$ cat src/rtl/nand_seq_pkg.sv
package nand_seq_pkg;

    localparam int DQ_W   = 16;
    localparam int HALF_W = 8;

    typedef enum logic [1:0] {
        OP_CMD  = 2'b00,
        OP_ADDR = 2'b01,
        OP_WR   = 2'b10,
        OP_RD   = 2'b11
    } nand_op_e;

    typedef enum logic [1:0] {
        ST_OK   = 2'b00,
        ST_TOUT = 2'b01
    } nand_st_e;

    typedef enum logic [3:0] {
        S_INIT_WP,
        S_SETUP,
        S_WLO,
        S_WHI,
        S_RLO,
        S_RHI,
        S_WAIT,
        S_INIT_WAIT,
        S_IDLE
    } seq_state_e;

    typedef struct packed {
        logic cle;
        logic ale;
    } latch_sel_t;

    typedef struct packed {
        nand_op_e              op;
        logic                  nocmd;
        logic                  wait_rdy;
        logic [DQ_W-1:0]       data;
    } host_req_t;

    function automatic latch_sel_t sel_for_op(nand_op_e op);
        latch_sel_t s;
        s.cle = (op == OP_CMD);
        s.ale = (op == OP_ADDR);
        return s;
    endfunction

    function automatic logic bus_is_wide(logic [1:0] code);
        return code == 2'b01;
    endfunction

endpackage

$ cat src/rtl/nand_rb_sync.sv
module nand_rb_sync (
    input  logic clk,
    input  logic rst,
    input  logic rb_async,
    input  logic ready_level,
    output logic ready
);
    logic [1:0] stage;

    always_ff @(posedge clk) begin
        if (rst) begin
            stage <= 2'b00;
        end else begin
            stage <= {stage[0], rb_async};
        end
    end

    assign ready = (stage[1] == ready_level);
endmodule

$ cat src/rtl/nand_wait_unit.sv
module nand_wait_unit #(
    parameter int DELAY_CYC = 50,
    parameter int TO_W      = 16
) (
    input  logic            clk,
    input  logic            rst,
    input  logic            start,
    input  logic            poll_en,
    input  logic            ready,
    input  logic [TO_W-1:0] limit,
    output logic            fin,
    output logic            tout
);
    localparam int DW  = $clog2(DELAY_CYC + 1);
    localparam int WCW = ((DW > TO_W) ? DW : TO_W) + 1;

    logic           active;
    logic [WCW-1:0] cnt;
    logic [WCW-1:0] limit_ext;

    assign limit_ext = {{(WCW-TO_W){1'b0}}, limit};

    always_ff @(posedge clk) begin
        if (rst) begin
            active <= 1'b0;
            cnt    <= '0;
            fin    <= 1'b0;
            tout   <= 1'b0;
        end else begin
            fin <= 1'b0;
            if (start) begin
                active <= 1'b1;
                cnt    <= '0;
                tout   <= 1'b0;
            end else if (active) begin
                if (poll_en) begin
                    if (ready) begin
                        fin    <= 1'b1;
                        tout   <= 1'b0;
                        active <= 1'b0;
                    end else if (cnt == limit_ext) begin
                        fin    <= 1'b1;
                        tout   <= 1'b1;
                        active <= 1'b0;
                    end else begin
                        cnt <= cnt + 1'b1;
                    end
                end else begin
                    if (cnt == WCW'(DELAY_CYC - 1)) begin
                        fin    <= 1'b1;
                        tout   <= 1'b0;
                        active <= 1'b0;
                    end else begin
                        cnt <= cnt + 1'b1;
                    end
                end
            end
        end
    end
endmodule

$ cat src/rtl/nand_dq_path.sv
module nand_dq_path
    import nand_seq_pkg::*;
(
    input  logic            wide,
    input  nand_op_e        op,
    input  logic [DQ_W-1:0] wdata,
    input  logic [DQ_W-1:0] rd_raw,
    output logic [DQ_W-1:0] drive,
    output logic [DQ_W-1:0] rd_fmt
);
    logic data_wide;

    always_comb begin
        data_wide = wide && (op == OP_WR);
        if (data_wide) begin
            drive = wdata;
        end else begin
            drive = {{(DQ_W-HALF_W){1'b0}}, wdata[HALF_W-1:0]};
        end
        if (wide) begin
            rd_fmt = rd_raw;
        end else begin
            rd_fmt = {{(DQ_W-HALF_W){1'b0}}, rd_raw[HALF_W-1:0]};
        end
    end
endmodule

$ cat src/rtl/nand_bus_seq.sv
module nand_bus_seq
    import nand_seq_pkg::*;
#(
    parameter int WE_LO         = 3,
    parameter int WE_HI         = 2,
    parameter int RE_LO         = 4,
    parameter int RE_HI         = 2,
    parameter int CLK_MHZ       = 125,
    parameter int CHIP_DELAY_US = 50,
    parameter int RESET_US      = 1000,
    parameter int TO_W          = 16
) (
    input  logic                 clk,
    input  logic                 rst,
    input  logic                 req_valid,
    output logic                 req_ready,
    input  logic [1:0]           req_op,
    input  logic                 req_nocmd,
    input  logic                 req_wait,
    input  logic [DQ_W-1:0]      req_data,
    output logic                 done,
    output logic [1:0]           done_status,
    output logic [DQ_W-1:0]      done_data,
    input  logic [1:0]           cfg_bus_w,
    input  logic                 cfg_wait_en,
    input  logic                 cfg_wait_pol,
    input  logic [TO_W-1:0]      cfg_timeout,
    input  logic                 wp_wr,
    input  logic                 wp_val,
    output logic                 nand_ce_n,
    output logic                 nand_cle,
    output logic                 nand_ale,
    output logic                 nand_we_n,
    output logic                 nand_re_n,
    output logic                 nand_wp_n,
    output logic [DQ_W-1:0]      nand_dq_o,
    output logic                 nand_dq_oe,
    input  logic [DQ_W-1:0]      nand_dq_i,
    input  logic                 nand_rb
);
    localparam int DELAY_CYC = CLK_MHZ * CHIP_DELAY_US;
    localparam int RESET_CYC = CLK_MHZ * RESET_US;
    localparam int CNT_W     = $clog2(RESET_CYC + WE_LO + WE_HI + RE_LO + RE_HI + 2) + 1;
    localparam logic [7:0] RESET_CMD = 8'hFF;

    seq_state_e       state;
    logic [CNT_W-1:0] cnt;
    logic             in_init;
    logic             do_wait;
    logic             is_read;
    logic             wp_bit;
    host_req_t        req;
    latch_sel_t       req_sel;
    logic [DQ_W-1:0]  drive_word;
    logic [DQ_W-1:0]  rd_word;
    logic             rdy_now;
    logic             wait_start;
    logic             wait_fin;
    logic             wait_tout;

    assign req.op       = nand_op_e'(req_op);
    assign req.nocmd    = req_nocmd;
    assign req.wait_rdy = req_wait;
    assign req.data     = req_data;
    assign req_sel      = sel_for_op(req.op);
    assign req_ready    = (state == S_IDLE);
    assign nand_wp_n    = wp_bit;

    nand_dq_path u_dq (
        .wide   (bus_is_wide(cfg_bus_w)),
        .op     (req.op),
        .wdata  (req.data),
        .rd_raw (nand_dq_i),
        .drive  (drive_word),
        .rd_fmt (rd_word)
    );

    nand_rb_sync u_rb (
        .clk         (clk),
        .rst         (rst),
        .rb_async    (nand_rb),
        .ready_level (cfg_wait_pol),
        .ready       (rdy_now)
    );

    assign wait_start = do_wait && (cnt == '0) && !in_init &&
                        ((state == S_WHI) || (state == S_RHI));

    nand_wait_unit #(
        .DELAY_CYC (DELAY_CYC),
        .TO_W      (TO_W)
    ) u_wait (
        .clk     (clk),
        .rst     (rst),
        .start   (wait_start),
        .poll_en (cfg_wait_en),
        .ready   (rdy_now),
        .limit   (cfg_timeout),
        .fin     (wait_fin),
        .tout    (wait_tout)
    );

    always_ff @(posedge clk) begin
        if (rst) begin
            state       <= S_INIT_WP;
            cnt         <= '0;
            in_init     <= 1'b0;
            do_wait     <= 1'b0;
            is_read     <= 1'b0;
            wp_bit      <= 1'b0;
            nand_ce_n   <= 1'b1;
            nand_cle    <= 1'b0;
            nand_ale    <= 1'b0;
            nand_we_n   <= 1'b1;
            nand_re_n   <= 1'b1;
            nand_dq_o   <= '0;
            nand_dq_oe  <= 1'b0;
            done        <= 1'b0;
            done_status <= ST_OK;
            done_data   <= '0;
        end else begin
            done <= 1'b0;
            if (wp_wr && !in_init && (state != S_INIT_WP)) begin
                wp_bit <= wp_val;
            end
            case (state)
                S_INIT_WP: begin
                    wp_bit     <= 1'b1;
                    nand_ce_n  <= 1'b0;
                    nand_cle   <= 1'b1;
                    nand_ale   <= 1'b0;
                    nand_dq_o  <= {{(DQ_W-HALF_W){1'b0}}, RESET_CMD};
                    nand_dq_oe <= 1'b1;
                    in_init    <= 1'b1;
                    do_wait    <= 1'b0;
                    is_read    <= 1'b0;
                    state      <= S_SETUP;
                end
                S_SETUP: begin
                    if (is_read) begin
                        nand_re_n <= 1'b0;
                        cnt       <= CNT_W'(RE_LO - 1);
                        state     <= S_RLO;
                    end else begin
                        nand_we_n <= 1'b0;
                        cnt       <= CNT_W'(WE_LO - 1);
                        state     <= S_WLO;
                    end
                end
                S_WLO: begin
                    if (cnt == '0) begin
                        nand_we_n <= 1'b1;
                        cnt       <= CNT_W'(WE_HI - 1);
                        state     <= S_WHI;
                    end else begin
                        cnt <= cnt - 1'b1;
                    end
                end
                S_WHI: begin
                    if (cnt == '0) begin
                        nand_dq_oe <= 1'b0;
                        if (in_init) begin
                            cnt   <= CNT_W'(RESET_CYC - 1);
                            state <= S_INIT_WAIT;
                        end else if (do_wait) begin
                            state <= S_WAIT;
                        end else begin
                            done        <= 1'b1;
                            done_status <= ST_OK;
                            state       <= S_IDLE;
                        end
                    end else begin
                        cnt <= cnt - 1'b1;
                    end
                end
                S_RLO: begin
                    if (cnt == '0) begin
                        nand_re_n <= 1'b1;
                        done_data <= rd_word;
                        cnt       <= CNT_W'(RE_HI - 1);
                        state     <= S_RHI;
                    end else begin
                        cnt <= cnt - 1'b1;
                    end
                end
                S_RHI: begin
                    if (cnt == '0) begin
                        if (do_wait) begin
                            state <= S_WAIT;
                        end else begin
                            done        <= 1'b1;
                            done_status <= ST_OK;
                            state       <= S_IDLE;
                        end
                    end else begin
                        cnt <= cnt - 1'b1;
                    end
                end
                S_WAIT: begin
                    if (wait_fin) begin
                        done        <= 1'b1;
                        done_status <= wait_tout ? ST_TOUT : ST_OK;
                        state       <= S_IDLE;
                    end
                end
                S_INIT_WAIT: begin
                    if (cnt == '0) begin
                        in_init  <= 1'b0;
                        nand_cle <= 1'b0;
                        state    <= S_IDLE;
                    end else begin
                        cnt <= cnt - 1'b1;
                    end
                end
                S_IDLE: begin
                    if (req_valid) begin
                        nand_cle  <= req_sel.cle;
                        nand_ale  <= req_sel.ale;
                        done_data <= '0;
                        if (req.nocmd) begin
                            done        <= 1'b1;
                            done_status <= ST_OK;
                        end else begin
                            nand_dq_o  <= drive_word;
                            nand_dq_oe <= (req.op != OP_RD);
                            is_read    <= (req.op == OP_RD);
                            do_wait    <= req.wait_rdy;
                            state      <= S_SETUP;
                        end
                    end
                end
                default: state <= S_IDLE;
            endcase
        end
    end
endmodule

$ cat config.mk
export PLATFORM = sky130hd
export DESIGN_NAME = nand_bus_seq
export DESIGN_NICKNAME = d
export VERILOG_FILES = /design/src/rtl/nand_seq_pkg.sv /design/src/rtl/nand_rb_sync.sv /design/src/rtl/nand_wait_unit.sv /design/src/rtl/nand_dq_path.sv /design/src/rtl/nand_bus_seq.sv
export SDC_FILE = /design/constraint.sdc
export NUM_CORES = 1
export LEC_CHECK = 0
export ABC_AREA = 1
export CORE_AREA = 2 2 150 152
export CTS_BUF_LIST = sky130_fd_sc_hd__clkbuf_2 sky130_fd_sc_hd__clkbuf_4 sky130_fd_sc_hd__clkbuf_8
export CTS_CLUSTER_SIZE = 25
export DETAILED_ROUTE_END_ITERATION = 12
export DIE_AREA = 0 0 152 154
export DONT_BUFFER_PORTS = 1
export SYNTH_ARGS = -nofsm -noshare
export SYNTH_HDL_FRONTEND = slang
export SYNTH_HIERARCHICAL = 1
export SYNTH_SLANG_ARGS = --single-unit
$ cat constraint.sdc
create_clock -name clk -period 4.2 [get_ports clk]
set_input_delay 0.63 -clock clk [delete_from_list [all_inputs] [get_ports clk]]
set_output_delay 0.63 -clock clk [all_outputs]
set_load 0.05 [all_outputs]
==> summary.md, run 1 <==
| Metric | Value |
|---|---|
| Outcome | `finished, final reports clean` |
| Routed length per instance | `12.5 um` |
| Syn Area/Cell | `6.33 um^2` |
| Clock slew at reported path FFs | `0.10 ns` |
| Root Buffer | `clkbuf_8` |
| Final period util | `0.505` |
| Remaining DRCs | `0` |
| Num rows | `54` |
| Layout cell share with drive strength beyond 1 | `0.117` |
| MaxCap Viol Count | `0` |
| Number of CTS-inserted buffers | `9` |
| Post-synthesis instance total | `848` |
| Critical path fanouts, max | `18` |
| Overall die width | `152 um` |
| Post-layout min period | `2.12 ns` |
| CP arrival | `2.45 ns` |
| Design area | `5650 um^2` |
| Die ar. | `23,400 um^2` |
| Multi-input logic area | `2880 um^2` |
| Gr ovfl total | `0` |
| Antenna cells | `0` |
| CTS Sinks | `88` |
| CTS tree | `built` |
| Top cells by area, synth | `dfxtp_1 33%, nand2_1 17%, nor2_1 7.2%, inv_1 6.8%, nand3_1 6.6%` |
| CP Launch Type | `flop` |
| Final setup violation count | `0` |
| CP endpoint kind | `flop` |
| Post-synth EDFFs | `0` |
| # fillers | `2,435` |
| Yosys cell types | `37` |
| F_max | `471 MHz` |
| Post-DP HPWL | `10,200 um` |
| H-tree depth | `3` |
| Vias in the first global route | `4,642` |
| Worst-skew pair later-pin latency | `0.39 ns` |
| All-Layer GR Usage | `0.120` |
| Max Slew Vio Count | `0` |
| CORE AREA | `21,700 um^2` |
| Setup TNS | `0 ns` |
| Initial antenna violation count | `0` |
| Ports | `105` |
| Worst setup skew after layout | `0.0103 ns` |
| Routed vias | `4,890` |
| Largest net degree at the start of global routing | `54` |
| Post-CTS sizing | `0` |
| Syn nets | `914` |
| Storage cell area | `1760 um^2` |
| Area growth from synthesis to layout | `5.41%` |
| Hold Fails Final Rpt | `0` |
| Critical Path RT | `4.53 ns` |
| Sequential element share of the synthesized area | `0.328` |
| First drt pass iteration count | `4` |
| Primary FF master, synth | `dfxtp_1` |
| Post-Place Cell Area | `5460 um^2` |
| Final wirelength | `13,800 um` |
| Via density | `4.42` |
| Final Non-Filler Cells | `1,107` |
| Starting Density | `0.247` |
| Nets | `889` |
| GP Congestion | `0.825` |
| Count of input and output buffers | `0` |
| DR iter-0 viols | `250` |
| Worst hold path type | `in -> reg` |
| Routed Antenna Nets | `0` |
| PD cells | `650 nW/um^2` |
| Fraction of registers with async set/reset | `0` |
| Clk buf depth | `2` |
| Number of cells after detailed placement | `1,092` |
| Mapped cell area | `5360 um^2` |
| Yosys Warn Count | `6` |
| Flops & latches, synth | `88` |
| Chip height | `154 um` |
| Unrepaired setup endpoints after global routing | `no` |
| Critical setup path kind | `reg -> reg` |
| CTS hold repair buffers | `0` |
| Post-CTS setup buffers | `0` |
| Post-synth top area share | `0.328` |
| Area leader, netlist | `dfxtp_1` |
| Worst-Margin Slew | `0.820 ns` |
| Slew margin rel. | `0.453` |
| Peak VDD IR | `245 uV` |
| First-pass GRT wire length | `23,200 um` |
| Leak | `0.00252 uW` |
-- cell usage after synthesis (8+ instances only) --
| library cell | number |
|---|---|
| a21oi_1 | 58 |
| buf_4 | 20 |
| clkinv_1 | 8 |
| dfxtp_1 | 88 |
| inv_1 | 97 |
| inv_2 | 21 |
| nand2_1 | 242 |
| nand2_2 | 13 |
| nand3_1 | 71 |
| nand3_2 | 16 |
| nor2_1 | 103 |
| nor2_2 | 16 |
| nor2_4 | 8 |
| nor3_1 | 20 |
| o21ai_0 | 11 |
-- registers in the layout, summed over array words and instances (netlist names), 2 cells and up --
signal      count
u_wait/cnt     17
cnt            18
nand_dq_o      16
done_data      16
state           4
u_rb/stage      2
-- power breakdown --
group	total [uW]	switching (uW)	internal [uW]	leakage [uW]
sequential	1350	376	973	0.000716
clock	630	341	289	0.0000985
combinational	1700	1180	521	0.00170
-- final timing paths --
check,start,cells past startpoint,endpoint,slack [ns]
hold reg to reg,u_rb/stage[0],2,u_rb/stage[1],0.41
hold / removal,rst,1,cnt[14],0.30
setup reg to reg,cnt[0],9,u_wait/cnt[6],2.08
setup / recovery,cnt[0],9,u_wait/cnt[6],2.08
-- critical path: stages, from the launching register on --
cell and delay (ns):
dfxtp_1 0.36, inv_1 0.08, ha_1 0.19, nand3_1 0.09, nor2_2 0.06, nand2_2 0.23, nor3_1 0.14, nor2_2 0.65
nand2_1 0.16, nor2_2 0.11
-- final cells by class --
class                      instances  share of cell area
clock buffer                      10              0.0243
clock inverter                     5             0.00996
inverter                         126              0.0836
multi-input combinational        598               0.509
sequential                        88               0.312
tap                              280              0.0620
-- layout by cell type, fill, tap and decap left out, drive strengths merged --
cell / synthesis / layout
and3: 1 / 1
nand2: 258 / 258
xnor2: 6 / 6
o22ai: 2 / 2
nand3: 88 / 88
nand4: 5 / 5
clkbuf: 6 / 10
bufinv: 0 / 1
conb: 1 / 1
nor2: 128 / 128
nand3b: 1 / 1
dfxtp: 88 / 88
nor3: 21 / 21
a21oi: 59 / 59
a211oi: 2 / 2
o21bai: 1 / 1
o21ai: 17 / 17
inv: 118 / 119
clkinv: 8 / 10
clkinvlp: 0 / 1
o211ai: 1 / 1
a21o: 1 / 1
ha: 4 / 4
a31oi: 2 / 2
-- logic make-up (layout without fill, tap and decap cells) --
| family | count (synthesis) | after routing | share of synthesized area |
|---|---|---|---|
| XOR/XNOR | 6 | 6 | 0.00980 |
| AND/OR/NAND/NOR | 502 | 502 | 0.432 |
| buffers and inverters | 162 | 141 | 0.136 |
| adder cells (fa/ha/maj) | 4 | 4 | 0.00933 |
| AO/OA/AOI/OAI | 85 | 85 | 0.0847 |
| other | 1 | 1 | 0.000699 |
| flip-flops | 88 | 88 | 0.328 |
-- through the flow --
| stage | power, uW | setup WS [ns] | util | hold WS, ns |
|---|---|---|---|---|
| 2_1_floorplan | 2790 | 2.42 | - | 0.388 |
| 3_3_place_gp | 3060 | 2.12 | 0.252 | 0.391 |
| 3_5_place_dp | 3080 | 2.11 | 0.252 | 0.394 |
| 4_1_cts | 3720 | 2.09 | 0.261 | 0.279 |
| 5_1_grt | 4000 | 1.89 | 0.261 | 0.277 |
| 6_report | 3680 | 2.08 | 0.261 | 0.302 |
-- per-layer routing --
metal  share of wire  up-vias  routed length, um  global-route usage
li1                -     2571                  -                   -
met1            0.47     2181               6410               0.152
met2            0.45      123               6240               0.197
met3           0.067       15                926              0.0338
met4           0.015        0                205              0.0427
met5               0        -                  0                   0
(Power assumes the default switching activity.)
==> run 2, diff against run 1 <==
ABC_AREA = 0   (was 1)
CORE_AREA = 2 2 144 146   (was 2 2 150 152)
DIE_AREA = 0 0 146 148   (was 0 0 152 154)
clock period = 2.1 ns   (was 4.2 ns; I/O delays follow)
==> summary.md, run 2 <==
| Metric | Value |
|---|---|
| Outcome | `finished, final reports clean` |
| All-Layer GR Usage | `0.124 (+0.00310)` |
| Top layer in use | `met4` |
| WL met3 | `594 um (-36%)` |
| Top reg by flops | `cnt` |
| Cells along the critical path | `nor4_4 -> and4_1 -> nand2_1 -> nor4b_2 -> buf_4 -> or2_2 -> nor2_1 -> a31o_2` |
| GP Congestion | `0.847 (+2.7%)` |
| Antenna cells | `0 (unchanged)` |
| CP Buf/Inv Count | `1 (unchanged)` |
| Clk buf depth | `2 (unchanged)` |
| Nets | `679 (-24%)` |
| Fraction of registers with async set/reset | `0 (unchanged)` |
| Critical setup path kind | `reg -> reg` |
| NetSw | `3210 uW (+69%)` |
| MaxCap Viol Count | `0 (unchanged)` |
| Num rows | `52 (-3.7%)` |
| Max Slew Vio Count | `0 (unchanged)` |
| Final period util | `0.934 (+0.429)` |
| Gr ovfl total | `0 (unchanged)` |
| Vias in the first global route | `4,172 (-10%)` |
| Worst-Margin Slew | `0.596 ns (-0.224 ns)` |
| Routed met1 length | `6110 um (-4.7%)` |
| Final Non-Filler Cells | `888 (-20%)` |
| Starting Density | `0.245 (-0.00219)` |
| Commonest non-fill, non-tap cell in the layout | `dfxtp_1` |
| Area leader, netlist | `dfxtp_1` |
| Yosys Warn Count | `6 (unchanged)` |
| Count of input and output buffers | `0 (unchanged)` |
| Number of flip-flops under the largest register name | `18 (unchanged)` |
| Fin worst setup slack | `0.139 ns (-1.94 ns)` |
| CTS tree | `built` |
| Area growth from synthesis to layout | `13.3%` |
| Yosys cell types | `84 (+130%)` |
| Routed Antenna Nets | `0 (unchanged)` |
| Overall die width | `146 um (-3.9%)` |
| Critical path fanouts, max | `5 (-13)` |
| Commonest cells after routing, fill and taps aside | `88 x dfxtp_1, 64 x nand2_1, 52 x a21oi_1, 47 x buf_4, 41 x nand3_1` |
| Critical Path RT | `2.38 ns (-2.15 ns)` |
| Hold EP | `done_data[3]` |
| Syn Area/Cell | `8.15 um^2 (+29%)` |
| Pre-CTS WS | `0.0614 ns (-2.05 ns)` |
| Worst hold path type | `in -> reg` |
| CTS Sinks | `88 (unchanged)` |
| Switching Fraction | `0.461 (-0.0544)` |
| Critical path depth in cells | `8 (-1)` |
| Worst setup skew after layout | `0.0155 ns (+0.00524 ns)` |
| Most frequent cell after synthesis | `dfxtp_1` |
| Synth top cells by count | `88 x dfxtp_1, 64 x nand2_1, 52 x a21oi_1` |
| Largest registers | `cnt (18), u_wait/cnt (17)` |
| Final setup violation count | `0 (unchanged)` |
| Worst r2r dst | `u_wait/cnt[2]` |
| Met2 wire length | `6810 um (+9.1%)` |
| F_max | `510 MHz (+8.2%)` |
| Flops & latches, synth | `88 (unchanged)` |
| Fin util | `0.278 (+0.0170)` |
| Internal | `3750 uW (+110%)` |
| Clk pwr share | `0.165 (-0.006)` |
| Leak | `0.00198 uW (-21%)` |
| Slowest cell on crit path | `dfxtp_1` |
| Post-synth top area share | `0.359 (+0.0302)` |
| WHS Path Cells | `2 (+1)` |
| Post-DP HPWL | `9730 um (-4.3%)` |
| Setup slack, reg-to-reg | `0.14 ns (-1.94 ns)` |
| Number of cells after detailed placement | `867 (-21%)` |
| DR iter-0 viols | `407 (+63%)` |
| Min Hold Slack | `0.0492 ns (-0.253 ns)` |
| Worst-skew pair later-pin latency | `0.39 ns (about the same)` |
| Top cells by area, synth | `dfxtp_1 36%, a21oi_1 5.3%, nand2_1 4.9%, nand3_1 4.3%, buf_4 3.7%` |
| Number of CTS-inserted buffers | `9 (unchanged)` |
| CP arrival | `2.24 ns (-0.21 ns)` |
| Post-synth EDFFs | `0 (unchanged)` |
| PD cells | `1250 nW/um^2 (+92%)` |
| Chip height | `148 um (-3.9%)` |
| Ports | `105 (unchanged)` |
| Largest net degree at the start of global routing | `41 (-24%)` |
| Primary FF master, synth | `dfxtp_1` |
| CP Launch Type | `flop` |
| Clock slew at reported path FFs | `0.10 ns (about the same)` |
| Remaining DRCs | `0 (unchanged)` |
| Syn nets | `669 (-27%)` |
| Routed vias | `4,405 (-9.9%)` |
| Seq pwr share | `0.385 (+0.018)` |
| Routed length per instance | `15.6 um (+25%)` |
| Final wirelength | `13,800 um (+0.41%)` |
| Crit path max-delay family | `simple AND/OR/NAND/NOR gates` |
| Sequential element share of the synthesized area | `0.359 (+0.0302)` |
| Comb pwr share | `0.450 (-0.012)` |
| Initial antenna violation count | `0 (unchanged)` |
| Layout cell share with drive strength beyond 1 | `0.154 (+0.0364)` |
| H-tree depth | `3 (unchanged)` |
| Slew margin rel. | `0.603 (+0.150)` |
| Post-synthesis instance total | `603 (-29%)` |
| Cells on worst reg2reg path | `8 (-1)` |
| Peak VDD IR | `508 uV (+110%)` |
| Total chip power | `6960 uW (+89%)` |
| CP endpoint kind | `flop` |
| First drt pass iteration count | `5 (+1)` |
| Die ar. | `21,600 um^2 (-7.7%)` |
| Mapped cell area | `4910 um^2 (-8.4%)` |
| Hold Fails Final Rpt | `0 (unchanged)` |
| CORE AREA | `20,000 um^2 (-7.6%)` |
| Root Buffer | `clkbuf_8` |
| Post-layout min period | `1.96 ns (-0.162 ns)` |
| Via density | `4.96 (+12%)` |
| Reg-to-Reg Start | `cnt[10]` |
| Hold path startpoint | `nand_dq_i[3]` |
| First-pass GRT wire length | `21,300 um (-7.9%)` |
| Largest stage delay, worst path | `0.35 ns (-0.30 ns)` |
run 2: cell types whose count changed after synthesis, sizes merged, moves of 13 or more:
cell / delta
inv: -98
nand2: -194
nand3: -46
nor2: -87
or3: +15
xnor2: +13
run 2: power groups by stage:
stage          Combinational, uW  Clock (uW)  Sequential [uW]
2_1_floorplan               2130           0             2610
3_3_place_gp                2960           0             2700
3_5_place_dp                2970           0             2700
4_1_cts                     3000        1200             2670
5_1_grt                     3450        1260             2720
6_report                    3130        1150             2680
run 2: area by class of cell:
cell class | instances | area [um^2]
inverter | 20 | 75.1
tap | 270 | 338
multi-input combinational | 444 | 2810
clock buffer | 11 | 139
clock inverter | 5 | 41.3
fill | 2234 | 14500
timing repair buffer | 50 | 403
sequential | 88 | 1760
run 2: layer usage:
| layer | up-vias | track usage |
|---|---|---|
| met3 | 23 | 0.0306 |
| met2 | 104 | 0.209 |
| met1 | 2084 | 0.149 |
| met5 | - | 0 |
| li1 | 2194 | - |
| met4 | 0 | 0.0539 |
run 2: worst max path at each step:
stage	from	slack (ns)	endpoint
after floorplan	state[2]	-0.01	nand_dq_o[14]
after global placement	cnt[13]	0.06	u_wait/cnt[2]
after detailed placement	cnt[13]	0.06	u_wait/cnt[2]
after CTS	cnt[13]	0.03	u_wait/cnt[2]
after global routing	cnt[15]	-0.0001	cnt[10]
final	cnt[10]	0.14	u_wait/cnt[2]
run 2: kinds of logic after synthesis:
family / after synthesis / synth area share
adders and majority gates: 4 / 0.0102
buffers and inverters: 71 / 0.0800
other: 1 / 0.000763
and+or+nand+nor: 260 / 0.290
AOI/OAI and AO/OA: 150 / 0.207
muxes: 8 / 0.0163
DFF: 88 / 0.359
xor gates and xnor gates: 21 / 0.0374
run 2: timing repair:
action | CTS | global route
endpoints found under the hold margin | 40 | 0
endpoints found under the setup margin | 0 | 21
setup buffers | 0 | 3
resized for setup | 0 | 7
hold buffers | 2 | 0
run 2: stage by stage:
step,area (um^2),setup TNS [ns]
floorplan,4960,-0.0545
global placement,5300,0
detailed placement,5300,0
CTS,5510,0
global route,5560,-0.000113
finish,5560,0
==> run 3, diff against run 2 <==
CAP_MARGIN = 10   (was unset)
CORE_AREA = 2 2 137 139   (was 2 2 144 146)
DIE_AREA = 0 0 139 141   (was 0 0 146 148)
SYNTH_HIERARCHICAL = unset   (was 1)
==> summary.md, run 3 <==
| Metric | Value |
|---|---|
| Outcome | `finished, final reports clean` |
| Worst hold path type | `in -> reg` |
| Largest registers | `cnt (18), u_wait.cnt (17)` |
| Die ar. | `19,600 um^2 (-9.3%)` |
| Reg-to-Reg Start | `state[2]` |
| Syn nets | `588 (-12%)` |
| Mapped cell area | `4430 um^2 (-9.8%)` |
| # fillers | `1,918 (-14%)` |
| Fin util | `0.291 (+0.0132)` |
| Most frequent cell after synthesis | `dfxtp_1` |
| Max Slew Vio Count | `0 (unchanged)` |
| Root Buffer | `clkbuf_8` |
| Primary FF master, synth | `dfxtp_1` |
| Top cells by area, synth | `dfxtp_1 40%, a21oi_1 4.9%, nand3_1 4.3%, nor2_1 4.0%, nand2_1 3.8%` |
| CTS Sinks | `88 (unchanged)` |
| Commonest cells after routing, fill and taps aside | `83 x dfxtp_1, 47 x nor2_1, 43 x nand2_1, 43 x a21oi_1, 41 x buf_4` |
| Initial antenna violation count | `0 (unchanged)` |
| Syn Area/Cell | `8.48 um^2 (+4.0%)` |
| MaxCap Viol Count | `0 (unchanged)` |
| CP endpoint kind | `flop` |
| Post-synth EDFFs | `0 (unchanged)` |
| Sequential element share of the synthesized area | `0.397 (+0.0388)` |
| Worst setup skew after layout | `0.0109 ns (-0.00462 ns)` |
| First drt pass iteration count | `7 (+2)` |
| Clock slew at reported path FFs | `0.09 ns (about the same)` |
| Number of flip-flops under the largest register name | `18 (unchanged)` |
| Number of CTS-inserted buffers | `9 (unchanged)` |
| Via density | `5.16 (+4.0%)` |
| Chip height | `141 um (-4.7%)` |
| Storage cell area | `1770 um^2 (+0.36%)` |
| Final period util | `0.965 (+0.0314)` |
| WL met3 | `673 um (+13%)` |
| Routed vias | `4,090 (-7.2%)` |
| Starting Density | `0.243 (-0.00246)` |
| Top layer in use | `met4` |
| All-Layer GR Usage | `0.124 (+0.000287)` |
| PD cells | `1380 nW/um^2 (+10%)` |
| Largest net degree at the start of global routing | `35 (-15%)` |
| Met2 wire length | `6000 um (-12%)` |
| Critical Path RT | `2.42 ns (+0.04 ns)` |
| Num rows | `50 (-3.8%)` |
| Post-layout min period | `2.03 ns (+0.0659 ns)` |
| Flops & latches, synth | `88 (unchanged)` |
| F_max | `493 MHz (-3.3%)` |
| Yosys cell types | `74 (-12%)` |
| DR iter-0 viols | `303 (-26%)` |
| Worst-skew pair later-pin latency | `0.37 ns (-0.02 ns)` |
| Yosys Warn Count | `0 (-6)` |
| Critical setup path kind | `reg -> reg` |
| Slew margin rel. | `0.382 (-0.220)` |
| Critical Path Source | `state[2]` |
| Antenna cells | `0 (unchanged)` |
| Routed length per instance | `15.9 um (+2.2%)` |
| Clk buf depth | `2 (unchanged)` |
| Setup TNS | `0 ns (unchanged)` |
| Worst-Margin Slew | `0.925 ns (+0.329 ns)` |
| Nets | `619 (-8.8%)` |
| Hold path startpoint | `rst` |
| Layout cell share with drive strength beyond 1 | `0.175 (+0.0216)` |
| Area growth from synthesis to layout | `19.9%` |
| First-pass GRT wire length | `19,900 um (-6.8%)` |
| Peak VDD IR | `563 uV (+11%)` |
| Routed Antenna Nets | `0 (unchanged)` |
| Post-DP HPWL | `9200 um (-5.5%)` |
| Synth top cells by count | `88 x dfxtp_1, 47 x nor2_1, 45 x nand2_1` |
| Final setup violation count | `0 (unchanged)` |
| CTS tree | `built` |
| CP Launch Type | `flop` |
| Fraction of registers with async set/reset | `0 (unchanged)` |
| Remaining DRCs | `0 (unchanged)` |
| Area leader, netlist | `dfxtp_1` |
| Top reg by flops | `cnt` |
| Final wirelength | `12,600 um (-8.8%)` |
| Routed met1 length | `5820 um (-4.7%)` |
| CP arrival | `2.35 ns (+0.11 ns)` |
| Post-synthesis instance total | `523 (-13%)` |
| CORE AREA | `18,300 um^2 (-8.8%)` |
| Commonest non-fill, non-tap cell in the layout | `dfxtp_1` |
| Gr ovfl total | `0 (unchanged)` |
| Post-synth top area share | `0.397 (+0.0388)` |
| Min Hold Slack | `0.0196 ns (-0.0296 ns)` |
| Count of input and output buffers | `0 (unchanged)` |
| Multi-input logic area | `2600 um^2 (-7.2%)` |
| Hold Fails Final Rpt | `0 (unchanged)` |
| Vias in the first global route | `3,772 (-9.6%)` |
| Ports | `105 (unchanged)` |
| Critical path fanouts, max | `11 (+6)` |
| Overall die width | `139 um (-4.8%)` |
| H-tree depth | `3 (unchanged)` |
| GP Congestion | `0.919 (+8.5%)` |
| Leak | `0.00189 uW (-4.8%)` |
| Unrepaired setup endpoints after global routing | `yes` |
==> run 3: cell count changes after synthesis, moves of 9 or more <==
cell     previous run  this run
nor4_1              2        11
o221a_1             0         9
inv_1              18         9
nor3_1             22        12
a21oi_1            52        43
nand2_1            64        45
buf_4              24         2
xor2_1              2        15
==> run 3: through the flow <==
| step | worst slack (ns) | cell area (um^2) | power [uW] | std cells |
|---|---|---|---|---|
| final | 0.0727 | 5310 | 7310 | 793 |
| after global routing | -0.00677 | 5310 | 7750 | 793 |
| after CTS | 0.0158 | 5200 | 7040 | 790 |
| after detailed placement | 0.0339 | 4960 | 5760 | 772 |
| after global placement | 0.00875 | 4960 | 5750 | 772 |
| after floorplan | 0.0219 | 4430 | 4730 | 523 |
==> run 3: cell type report <==
type / count / share of cell area
Inverter: 11 / 0.00777
Sequential cell: 88 / 0.333
Tap cell: 234 / 0.0551
Clock buffer: 12 / 0.0299
Multi-Input combinational cell: 398 / 0.490
Clock inverter: 4 / 0.00965
Timing Repair Buffer: 46 / 0.0749
==> run 3: critical path: stages (launching register included) <==
cell      delay [ns]
dfxtp_2         0.37
buf_4           0.19
or4bb_4         0.52
a31oi_1         0.25
o311ai_2        0.21
nor4b_2         0.31
a31o_1          0.12
==> run 3: per-layer routing <==
layer  global-route usage  vias up
met5                    0        -
met4               0.0393        0
met3               0.0279       13
met2                0.200      117
met1                0.165     1967
li1                     -     1993
==> run 3: power breakdown <==
group | internal [uW] | switching [uW] | total [uW]
combinational | 1470 | 1920 | 3390
clock | 631 | 616 | 1250
sequential | 1950 | 721 | 2680
total | 4050 | 3250 | 7310
==> run 3: cell families (layout without fill, tap and decap cells) <==
group                      Yosys count  after routing  share of synthesized area
and+or+nand+nor                    225            225                      0.275
AOI/OAI and AO/OA                  135            135                      0.215
DFF                                 88             88                      0.397
buffers and inverters               37             73                     0.0347
xor gates and xnor gates            30             30                     0.0593
muxes                                4              4                    0.00931
adders and majority gates            3              3                    0.00847
other                                1              1                   0.000846
==> run 3: path summary, 6_finish.rpt <==
path | slack (ns) | endpoint | cells after the start
setup / recovery | 0.07 | done_status[0] | 6
setup reg to reg | 0.07 | done_status[0] | 6
hold / removal | 0.02 | cnt[1] | 1
hold reg to reg | 0.46 | u_rb.stage[1] | 1
==> run 3: what timing repair did <==
| action | CTS | global route |
|---|---|---|
| setup endpoints to repair | 0 | 37 |
| hold buffers | 2 | 0 |
| hold endpoints to repair | 33 | 0 |
| gates resized for setup | 0 | 22 |
| setup buffers | 0 | 3 |
